File: config.mk
export PLATFORM = sky130hd
export DESIGN_NAME = vram_ilv_mapper
export DESIGN_NICKNAME = d
export VERILOG_FILES = /design/src/rtl/vmap_pkg.sv /design/src/rtl/vmap_req_decode.sv /design/src/rtl/vmap_beat_calc.sv /design/src/rtl/vmap_seq.sv /design/src/rtl/vram_ilv_mapper.sv
export SDC_FILE = /design/constraint.sdc
export NUM_CORES = 1
export LEC_CHECK = 0
export BUFFER_PORTS_ARGS = -buffer_cell sky130_fd_sc_hd__buf_2
export CAP_MARGIN = 20
export CORE_AREA = 2 2 140 142
export DETAILED_ROUTE_END_ITERATION = 6
export DIE_AREA = 0 0 142 144
export GPL_TIMING_DRIVEN = 0
export PLACE_DENSITY_LB_ADDON = 0.2
export RECOVER_POWER = 100
export SLEW_MARGIN = 20
export SYNTH_ARGS = -nofsm -noshare
export SYNTH_HDL_FRONTEND = slang
export SYNTH_SLANG_ARGS = --single-unit
File: constraint.sdc
create_clock -name clk -period 12 [get_ports clk]
set_input_delay 2.4 -clock clk [delete_from_list [all_inputs] [get_ports clk]]
set_output_delay 2.4 -clock clk [all_outputs]
set_load 0.01 [all_outputs]
File: src/rtl/vmap_pkg.sv
package vmap_pkg;

   localparam int WORD_BYTES = 4;
   localparam int BE_W       = WORD_BYTES;

   // Byte-enable mask covering n bytes starting at byte offset off
   function automatic logic [BE_W-1:0] be_span(input logic [1:0] off, input logic [2:0] n);
      logic [BE_W-1:0] m;
      logic [2:0]      lo;
      logic [2:0]      hi;
      lo = {1'b0, off};
      hi = lo + n;
      for (int i = 0; i < BE_W; i++) begin
         m[i] = (3'(i) >= lo) && (3'(i) < hi);
      end
      return m;
   endfunction

endpackage

File: src/rtl/vmap_req_decode.sv
module vmap_req_decode #(
   parameter int ADDR_W    = 23,
   parameter int LEN_W     = 24,
   parameter int LINE_W    = 10,
   parameter bit STRIDE_EN = 1'b1
) (
   input  logic [ADDR_W-1:0] addr,
   input  logic [LEN_W-1:0]  len,
   input  logic              strided,
   input  logic [LEN_W-1:0]  stride,
   input  logic [LINE_W-1:0] lines,
   output logic [ADDR_W-1:0] start_p,
   output logic [LEN_W-1:0]  line_len,
   output logic [LEN_W-1:0]  gap,
   output logic [LINE_W-1:0] line_cnt,
   output logic              empty
);
   localparam int CMP_W = (LEN_W > ADDR_W + 1) ? LEN_W : ADDR_W + 1;

   logic [ADDR_W:0]  room;
   logic [LEN_W-1:0] lin_len;

   // bytes left from the start address up to the window end
   assign room    = (ADDR_W+1)'(1) << ADDR_W;
   assign lin_len = (CMP_W'(len) > CMP_W'(room - {1'b0, addr})) ?
                    LEN_W'(room - {1'b0, addr}) : len;
   assign start_p = addr;

   generate
      if (STRIDE_EN) begin : g_stride
         always_comb begin
            if (strided) begin
               line_len = len;
               gap      = stride - len;
               line_cnt = lines;
               empty    = (len == '0) || (lines == '0);
            end else begin
               line_len = lin_len;
               gap      = '0;
               line_cnt = LINE_W'(1);
               empty    = (lin_len == '0);
            end
         end
      end else begin : g_linear
         assign line_len = lin_len;
         assign gap      = '0;
         assign line_cnt = LINE_W'(1);
         assign empty    = (lin_len == '0);
      end
   endgenerate

endmodule

File: src/rtl/vmap_beat_calc.sv
module vmap_beat_calc
   import vmap_pkg::*;
#(
   parameter int ADDR_W = 23,
   parameter int LEN_W  = 24
) (
   input  logic [ADDR_W-1:0]   p,
   input  logic [LEN_W-1:0]    rem,
   output logic                bank,
   output logic [ADDR_W-4:0]   widx,
   output logic [BE_W-1:0]     be,
   output logic [2:0]          nbytes,
   output logic                line_end
);
   logic [2:0] avail;

   assign avail    = 3'd4 - {1'b0, p[1:0]};
   assign nbytes   = (rem < LEN_W'(avail)) ? rem[2:0] : avail;
   assign be       = be_span(p[1:0], nbytes);
   assign bank     = p[2];
   assign widx     = p[ADDR_W-1:3];
   assign line_end = (rem == LEN_W'(nbytes));

endmodule

File: src/rtl/vmap_seq.sv
module vmap_seq #(
   parameter int ADDR_W = 23,
   parameter int LEN_W  = 24,
   parameter int LINE_W = 10
) (
   input  logic              clk,
   input  logic              rst_n,
   input  logic              req_valid,
   input  logic              req_write,
   input  logic [ADDR_W-1:0] start_p,
   input  logic [LEN_W-1:0]  line_len_in,
   input  logic [LEN_W-1:0]  gap_in,
   input  logic [LINE_W-1:0] line_cnt_in,
   input  logic              empty,
   input  logic              beat_ready,
   input  logic [2:0]        nbytes,
   input  logic              line_end,
   output logic              busy,
   output logic              done,
   output logic              wr_q,
   output logic              last_line,
   output logic [ADDR_W-1:0] p,
   output logic [LEN_W-1:0]  rem
);
   localparam int SUM_W = ((ADDR_W > LEN_W) ? ADDR_W : LEN_W) + 1;

   logic [LEN_W-1:0]  line_len_q;
   logic [LEN_W-1:0]  gap_q;
   logic [LINE_W-1:0] lines_left;
   logic [SUM_W-1:0]  next_line_p;

   assign next_line_p = SUM_W'(p) + SUM_W'(nbytes) + SUM_W'(gap_q);
   assign last_line   = (lines_left == LINE_W'(1));

   always_ff @(posedge clk) begin
      if (!rst_n) begin
         busy       <= 1'b0;
         done       <= 1'b0;
         wr_q       <= 1'b0;
         p          <= '0;
         rem        <= '0;
         line_len_q <= '0;
         gap_q      <= '0;
         lines_left <= '0;
      end else begin
         done <= 1'b0;
         if (!busy) begin
            if (req_valid) begin
               wr_q       <= req_write;
               p          <= start_p;
               rem        <= line_len_in;
               line_len_q <= line_len_in;
               gap_q      <= gap_in;
               lines_left <= line_cnt_in;
               if (empty) begin
                  done <= 1'b1;
               end else begin
                  busy <= 1'b1;
               end
            end
         end else if (beat_ready) begin
            if (line_end) begin
               if (last_line) begin
                  busy <= 1'b0;
                  done <= 1'b1;
               end else begin
                  p          <= ADDR_W'(next_line_p);
                  rem        <= line_len_q;
                  lines_left <= lines_left - LINE_W'(1);
               end
            end else begin
               p   <= p + ADDR_W'(nbytes);
               rem <= rem - LEN_W'(nbytes);
            end
         end
      end
   end

endmodule

File: src/rtl/vram_ilv_mapper.sv
module vram_ilv_mapper
   import vmap_pkg::*;
#(
   parameter int ADDR_W    = 23,
   parameter int LEN_W     = 24,
   parameter int LINE_W    = 10,
   parameter int DATA_W    = 32,
   parameter bit STRIDE_EN = 1'b1
) (
   input  logic              clk,
   input  logic              rst_n,
   input  logic              req_valid,
   output logic              req_ready,
   input  logic [ADDR_W-1:0] req_addr,
   input  logic [LEN_W-1:0]  req_len,
   input  logic              req_write,
   input  logic              req_strided,
   input  logic [LEN_W-1:0]  req_stride,
   input  logic [LINE_W-1:0] req_lines,
   input  logic [DATA_W-1:0] wr_data,
   output logic              beat_valid,
   input  logic              beat_ready,
   output logic              beat_bank,
   output logic [ADDR_W-4:0] beat_widx,
   output logic [3:0]        beat_be,
   output logic              beat_write,
   output logic [DATA_W-1:0] beat_wdata,
   output logic              beat_last,
   output logic              done
);
   localparam int WIDX_W = ADDR_W - 3;

   generate
      if (DATA_W != 8 * WORD_BYTES) begin : g_bad_data
         $error("vram_ilv_mapper: DATA_W must equal one bank word");
      end
      if (ADDR_W < 4 || ADDR_W > 30) begin : g_bad_addr
         $error("vram_ilv_mapper: ADDR_W out of range");
      end
      if (LEN_W < 3 || LINE_W < 1) begin : g_bad_len
         $error("vram_ilv_mapper: LEN_W or LINE_W too small");
      end
   endgenerate

   logic [ADDR_W-1:0] start_p;
   logic [LEN_W-1:0]  line_len;
   logic [LEN_W-1:0]  gap;
   logic [LINE_W-1:0] line_cnt;
   logic              empty;
   logic              busy;
   logic              wr_q;
   logic              last_line;
   logic [ADDR_W-1:0] cur_p;
   logic [LEN_W-1:0]  cur_rem;
   logic [2:0]        nbytes;
   logic              cur_line_end;
   logic [WIDX_W-1:0] widx;

   vmap_req_decode #(
      .ADDR_W(ADDR_W), .LEN_W(LEN_W), .LINE_W(LINE_W), .STRIDE_EN(STRIDE_EN)
   ) u_dec (
      .addr(req_addr), .len(req_len), .strided(req_strided),
      .stride(req_stride), .lines(req_lines),
      .start_p(start_p), .line_len(line_len), .gap(gap),
      .line_cnt(line_cnt), .empty(empty)
   );

   vmap_seq #(
      .ADDR_W(ADDR_W), .LEN_W(LEN_W), .LINE_W(LINE_W)
   ) u_seq (
      .clk(clk), .rst_n(rst_n), .req_valid(req_valid), .req_write(req_write),
      .start_p(start_p), .line_len_in(line_len), .gap_in(gap),
      .line_cnt_in(line_cnt), .empty(empty), .beat_ready(beat_ready),
      .nbytes(nbytes), .line_end(cur_line_end), .busy(busy), .done(done),
      .wr_q(wr_q), .last_line(last_line), .p(cur_p), .rem(cur_rem)
   );

   vmap_beat_calc #(
      .ADDR_W(ADDR_W), .LEN_W(LEN_W)
   ) u_calc (
      .p(cur_p), .rem(cur_rem), .bank(beat_bank), .widx(widx),
      .be(beat_be), .nbytes(nbytes), .line_end(cur_line_end)
   );

   assign beat_widx  = widx;
   assign req_ready  = !busy;
   assign beat_valid = busy;
   assign beat_last  = cur_line_end && last_line;
   assign beat_write = wr_q;
   assign beat_wdata = wr_data;

endmodule

==> results of run 1 <==
cells by family after synthesis:
family / Yosys count / synth area share, %
adder cells (fa/ha/maj): 107 / 13.6
multiplexers: 2 / 0.195
buffers and inverters: 177 / 9.03
AO/OA/AOI/OAI: 415 / 26.7
AND/OR/NAND/NOR: 458 / 22.4
flip-flops: 107 / 20.9
XOR/XNOR: 84 / 7.18
final timing paths:
check | to | start
max reg2reg | u_seq.p[21]$_SDFFE_PN0P_ | u_seq.rem[12]$_SDFFE_PN0P_
max | beat_last | u_seq.rem[12]$_SDFFE_PN0P_
min reg2reg | u_seq.wr_q$_SDFFE_PN0P_ | u_seq.wr_q$_SDFFE_PN0P_
min | u_seq.wr_q$_SDFFE_PN0P_ | u_seq.wr_q$_SDFFE_PN0P_
cells in the final DEF, fill, tap and decap left out, drive strengths merged, types with 16 or more instances in the layout:
cell	netlist	routed
o211ai	32	32
dfxtp	107	107
a21oi	113	113
xnor2	52	52
nor2	119	119
a21o	30	30
inv	62	64
a31oi	22	22
nand2	114	114
nor3	62	62
nand4	16	16
buf	75	151
a211oi	28	28
ha	100	100
clkbuf	40	118
xor2	32	32
nand3	38	38
nor4	27	27
o21ai	85	85
power by group:
group          internal [mW]  switching [mW]
registers              0.391          0.0437
clock network          0.191           0.152
logic                  0.207           0.324
total                  0.789           0.520
flip-flops by register name, indices dropped and copies added, names as in the netlist:
register / cells
u_seq.rem: 24
u_seq.p: 23
u_seq.gap_q: 23
u_seq.wr_q: 1
u_seq.lines_left: 10
u_seq.done: 1
u_seq.busy: 1
u_seq.line_len_q: 24
synth_stat cells (5+ instances only):
cell type,n
xor2_1,32
xnor2_1,52
and4_1,8
buf_6,5
nor2_1,117
fa_1,7
nor3_1,61
dfxtp_1,107
a21oi_1,113
o221a_2,10
o31ai_1,7
o211ai_1,32
and2_1,5
nand2b_1,7
nand3_1,38
or3_1,11
o21a_1,11
inv_1,61
a311oi_1,9
and3_1,12
o31a_1,5
buf_1,6
nor2b_1,11
or4_1,6
buf_4,55
buf_2,9
nand2_1,113
or2_2,6
a22oi_1,11
a21o_1,30
a31oi_1,22
clkbuf_1,38
nand4_1,16
nor4_1,21
ha_1,100
a211oi_1,28
o21ai_0,85
per-stage QoR:
step | area (um^2) | power (mW) | util, % | instances | hold slack (ns)
4_1_cts | 11600 | 1.30 | 60.8 | 1748 | 0.461
3_5_place_dp | 11300 | 0.964 | 59.0 | 1732 | 0.450
5_1_grt | 11500 | 1.37 | 60.2 | 1748 | 0.501
2_1_floorplan | 10200 | 0.796 | - | 1350 | 0.429
6_report | 11500 | 1.31 | 60.2 | 1748 | 0.461
3_3_place_gp | 11300 | 0.955 | 59.0 | 1732 | 0.442
routing by layer:
layer	track usage, %	part of all wire [%]	vias to the layer above
met1	50.3	42	5240
met5	0	0	-
met2	56.0	42	705
met3	5.53	11	115
met4	17.6	5.0	0
li1	-	-	5228
layout make-up:
class,count,area share (%)
Timing Repair Buffer,144,5.80
Inverter,62,2.03
Tap cell,238,2.59
Clock buffer,10,2.08
Sequential cell,107,18.7
Buffer,115,5.92
Multi-Input combinational cell,1066,62.1
Clock inverter,6,0.828
tightest hold or removal path, cell delays in order (launching register included):
cell	delay, ns
dfxtp_1	0.32
nand2_1	0.05
a21oi_1	0.05
==> results.ini, run 1 <==
[detailed_routing]
vias=11288
vias_per_cell=6.46
ant_nets=0
drt_iter0_drc=1405
wl_per_cell_um=21.9
dr.pass1.iters=6
drc=0
routed_wl_um=38300

[layout]
nets=1731
drive_above_1_share_pct=14.4
regArea_um2=2140
area_growth_pct=12.1
multi_input_comb_area_um2=7130
nFillCells=1836
n_antenna_cell=0

[pwr]
ir_drop_mv=0.0693
power_density_nw_per_um2=114
p_leak_nw=4.97

[floorplan]
initial_utilization_pct=53.7
ios=181
coreArea_um2=19100
rows=51
die_w_um=142
die_height_um=144
fp.dieArea_um2=20400

[placement]
place_ws_ns=5.14
place.gp.congestion=0.990
portBuffers=144
dp_hpwl_um=30100

[cts]
path_clk_slew_ns=0.08
cts_resized=0
cts_buffer_depth=2
postCtsSetupRepairBufs=0
root_buffer=clkbuf_16
cts_made_buffers=9
holdBufCountCts=0
insertion_delay_ns=0.37
clock-sinks=107
cts_tree=done
htreeDepth=3

[worst_setup_path]
cpPeakStageDelay_ns=1.27
cp.required_ns=9.60
crit_cells=8
critPathTopFamily=simple AND/OR/NAND/NOR gates
crit_arrival_ns=5.21
path_buf_inv=1
crit_chain=nor4_1, nand4_1, a2111oi_0, o21ai_0, ha_1, nand3_1, nor4_1, clkbuf_1
crit_path_end_kind=output port
start_kind=flip-flop
criticalPathCategory=reg2out
crit_slowest_cell=a2111oi_0
rrSetupSlack_ns=5.31
path_common_cell=nor4_1
path_max_fanout=7
ff2ff_path_depth=16

[timing]
min_period_ns=7.61
rsz0062_at_grt=false
final.setup_skew_ns=0.00758
fin_crit_sh_pct=63.5
maxSlewViolCount=0
fin_ws_ns=4.39
setup_viol=0
hold_violations=0
worst_pin_slew_ns=1.39
timing.fmax_ghz=0.131
slew_headroom_pct=4.72
final.setup.tns_ns=0

[flow_run]
drv_cap=0

[grt]
grt_pass1_vias=10066
grt.total_usage_pct=36.5
grt_pass1_wl_um=57000
grt_max_degree=19
gr-total-overflow=0
grt_antenna_before_repair=0

[logic_synthesis]
synth_nets=1576
yosysWarnings=0
avgSynthCellArea_um2=7.59
syn_area_um2=10200
synth_edf_count=0
syn_inst=1350
synth_area_leader_cell=dfxtp_1
yosys.area.top_type_share_pct=20.9
synth-async-reset-ratio_pct=0
ys_ff_latch=107
synth-main-ff-cell=dfxtp_1
ys_types=77
synthTopCellsByArea=dfxtp_1 (21%), ha_1 (12%), a21oi_1 (5.5%), xnor2_1 (4.4%), nor2_1 (4.3%)
ys_seq_area_share_pct=20.9

[min_path]
hold_depth=2
hold_class=reg2reg

[outcome]
outcome=finished, final reports clean

Power figures use the tool's default switching activity.
==> run 2, diff against run 1 <==
--- a/config.mk
+++ b/config.mk
@@ -7,9 +7,9 @@
 export LEC_CHECK = 0
 export BUFFER_PORTS_ARGS = -buffer_cell sky130_fd_sc_hd__buf_2
 export CAP_MARGIN = 20
-export CORE_AREA = 2 2 140 142
+export CORE_AREA = 2 2 144 146
 export DETAILED_ROUTE_END_ITERATION = 6
-export DIE_AREA = 0 0 142 144
+export DIE_AREA = 0 0 146 148
 export GPL_TIMING_DRIVEN = 0
 export PLACE_DENSITY_LB_ADDON = 0.2
 export RECOVER_POWER = 100
==> constraint.sdc (replaced) <==
create_clock -name clk -period 6.37 [get_ports clk]
set_input_delay 1.274 -clock clk [delete_from_list [all_inputs] [get_ports clk]]
set_output_delay 1.274 -clock clk [all_outputs]
set_load 0.01 [all_outputs]
==> run 2 against run 1 <==
Total power increased by 87%. First-iteration DRC count decreased by 22%. Design area increased by 0.39%. Clock skew increased by 0.0038 ns. Sequential cell count unchanged. Utilization decreased by 2.7 points. Combinational power increased by 90%. Critical path type is now reg2reg. Largest power group unchanged.
==> results.ini, run 2 (same netlist as run 1, synthesis figures left out) <==
[timing]
worst_pin_slew_ns=1.03
fin_ws_ns=0.444
maxSlewViolCount=0
slew_headroom_pct=31.0
min_period_ns=5.93
hold_violations=0
hold_slack_ns=0.460
rsz0062_at_grt=false
setup_viol=0
final.setup_skew_ns=0.0114
timing.fmax_ghz=0.169
fin_crit_sh_pct=93.0
final.setup.tns_ns=0

[detailed_routing]
ant_nets=0
vias_per_cell=6.21
dr.pass1.iters=6
drc=0
routed_wl_um=38200
wl_per_cell_um=21.5
vias=11055
drt_iter0_drc=1099

[worst_setup_path]
crit_path_end_kind=flip-flop
cp.required_ns=6.63
cpPeakStageDelay_ns=0.59
crit_slowest_cell=a2111oi_4
criticalPathCategory=reg2reg
path_max_fanout=7
crit_arrival_ns=6.18
path_buf_inv=1
crit_chain=nor4_1, nand4_1, a2111oi_4, nor2_1, a21oi_1, inv_1, fa_1, fa_1, a211oi_1, o211ai_1, a31oi_1, o2bb2ai_1, o2111ai_1, a31oi_1, nand4_1, a31o_2
start_kind=flip-flop
critPathTopFamily=compound AO/OA/AOI/OAI gates

[floorplan]
initial_utilization_pct=51.1
fp.dieArea_um2=21600
rows=52
die_height_um=148
die_w_um=146
coreArea_um2=20000
ios=181

[cts]
postCtsSetupRepairBufs=0
insertion_delay_ns=0.37
htreeDepth=3
cts_resized=0
root_buffer=clkbuf_16
cts_tree=done
cts_buffer_depth=2
cts_made_buffers=9
path_clk_slew_ns=0.07
holdBufCountCts=0
clock-sinks=107

[layout]
final_common_cell=nor2_1
reg_top3=u_seq.line_len_q: 24 flops, u_seq.rem: 24 flops
n_antenna_cell=0
drive_above_1_share_pct=14.3
area_growth_pct=12.5
final_cell_mix=nor2_1 (117), nand2_1 (113), a21oi_1 (113)
nFillCells=2009
nets=1731

[flow_run]
drv_cap=0

[pwr]
power_density_nw_per_um2=212
ir_drop_mv=0.132
p_leak_nw=4.96

[grt]
grt.total_usage_pct=34.8
grt_pass1_wl_um=58400
gr-total-overflow=0
grt_antenna_before_repair=0
grt_pass1_vias=10355
grt_max_degree=18

[outcome]
outcome=finished, final reports clean

[placement]
dp_hpwl_um=30200
place.gp.congestion=1.03
place_ws_ns=0.595
portBuffers=144

[min_path]
hold_class=reg2reg

-- run 2: path summary, 6_finish.rpt --
path | start | endpoint | slack (ns) | cells past startpoint
setup / recovery | u_seq.rem[12]$_SDFFE_PN0P_ | u_seq.p[21]$_SDFFE_PN0P_ | 0.44 | 16
setup reg to reg | u_seq.rem[12]$_SDFFE_PN0P_ | u_seq.p[21]$_SDFFE_PN0P_ | 0.44 | 16
hold / removal | u_seq.wr_q$_SDFFE_PN0P_ | u_seq.wr_q$_SDFFE_PN0P_ | 0.46 | 2
hold reg to reg | u_seq.wr_q$_SDFFE_PN0P_ | u_seq.wr_q$_SDFFE_PN0P_ | 0.46 | 2
-- run 2: worst register-to-register path: cells and delay by family (launching register included) --
family,cells,cell delay (ns)
simple gates,4,1.26
flops,1,0.38
buf+inv,1,0.15
compound gates,9,3.02
fa+ha+maj,2,1.00
-- run 2: cell type report --
type                    count  area (um^2)  share of cell area, %
inverters                  62          233                   2.02
clock inverters             6         91.3                  0.793
flip-flops and latches    107         2140                   18.6
plain buffers             115          673                   5.84
multi-input cells        1066         7160                   62.1
repair buffers            144          664                   5.76
well taps                 270          338                   2.93
clock buffers               9          225                   1.95
-- run 2: stage by stage --
stage,total power [mW],cells,area [um^2],util [%]
3_3_place_gp,1.80,1764,11300,56.4
4_1_cts,2.43,1779,11600,58.0
5_1_grt,2.57,1779,11500,57.5
3_5_place_dp,1.82,1764,11300,56.4
2_1_floorplan,1.50,1350,10200,-
6_report,2.44,1779,11500,57.5
-- run 2: routing by layer --
metal / vias to the layer above / global-route usage, % / share of wire [%]
li1: 5232 / - / -
met1: 5122 / 47.3 / 43
met2: 612 / 55.0 / 43
met3: 89 / 6.70 / 9.7
met4: 0 / 12.6 / 3.9
met5: - / 0 / 0
-- run 2: report_power, final --
group	internal [mW]	switching (mW)	leakage, nW
Combinational	0.393	0.614	3.92
Sequential	0.737	0.0811	0.882
Clock	0.344	0.275	0.155
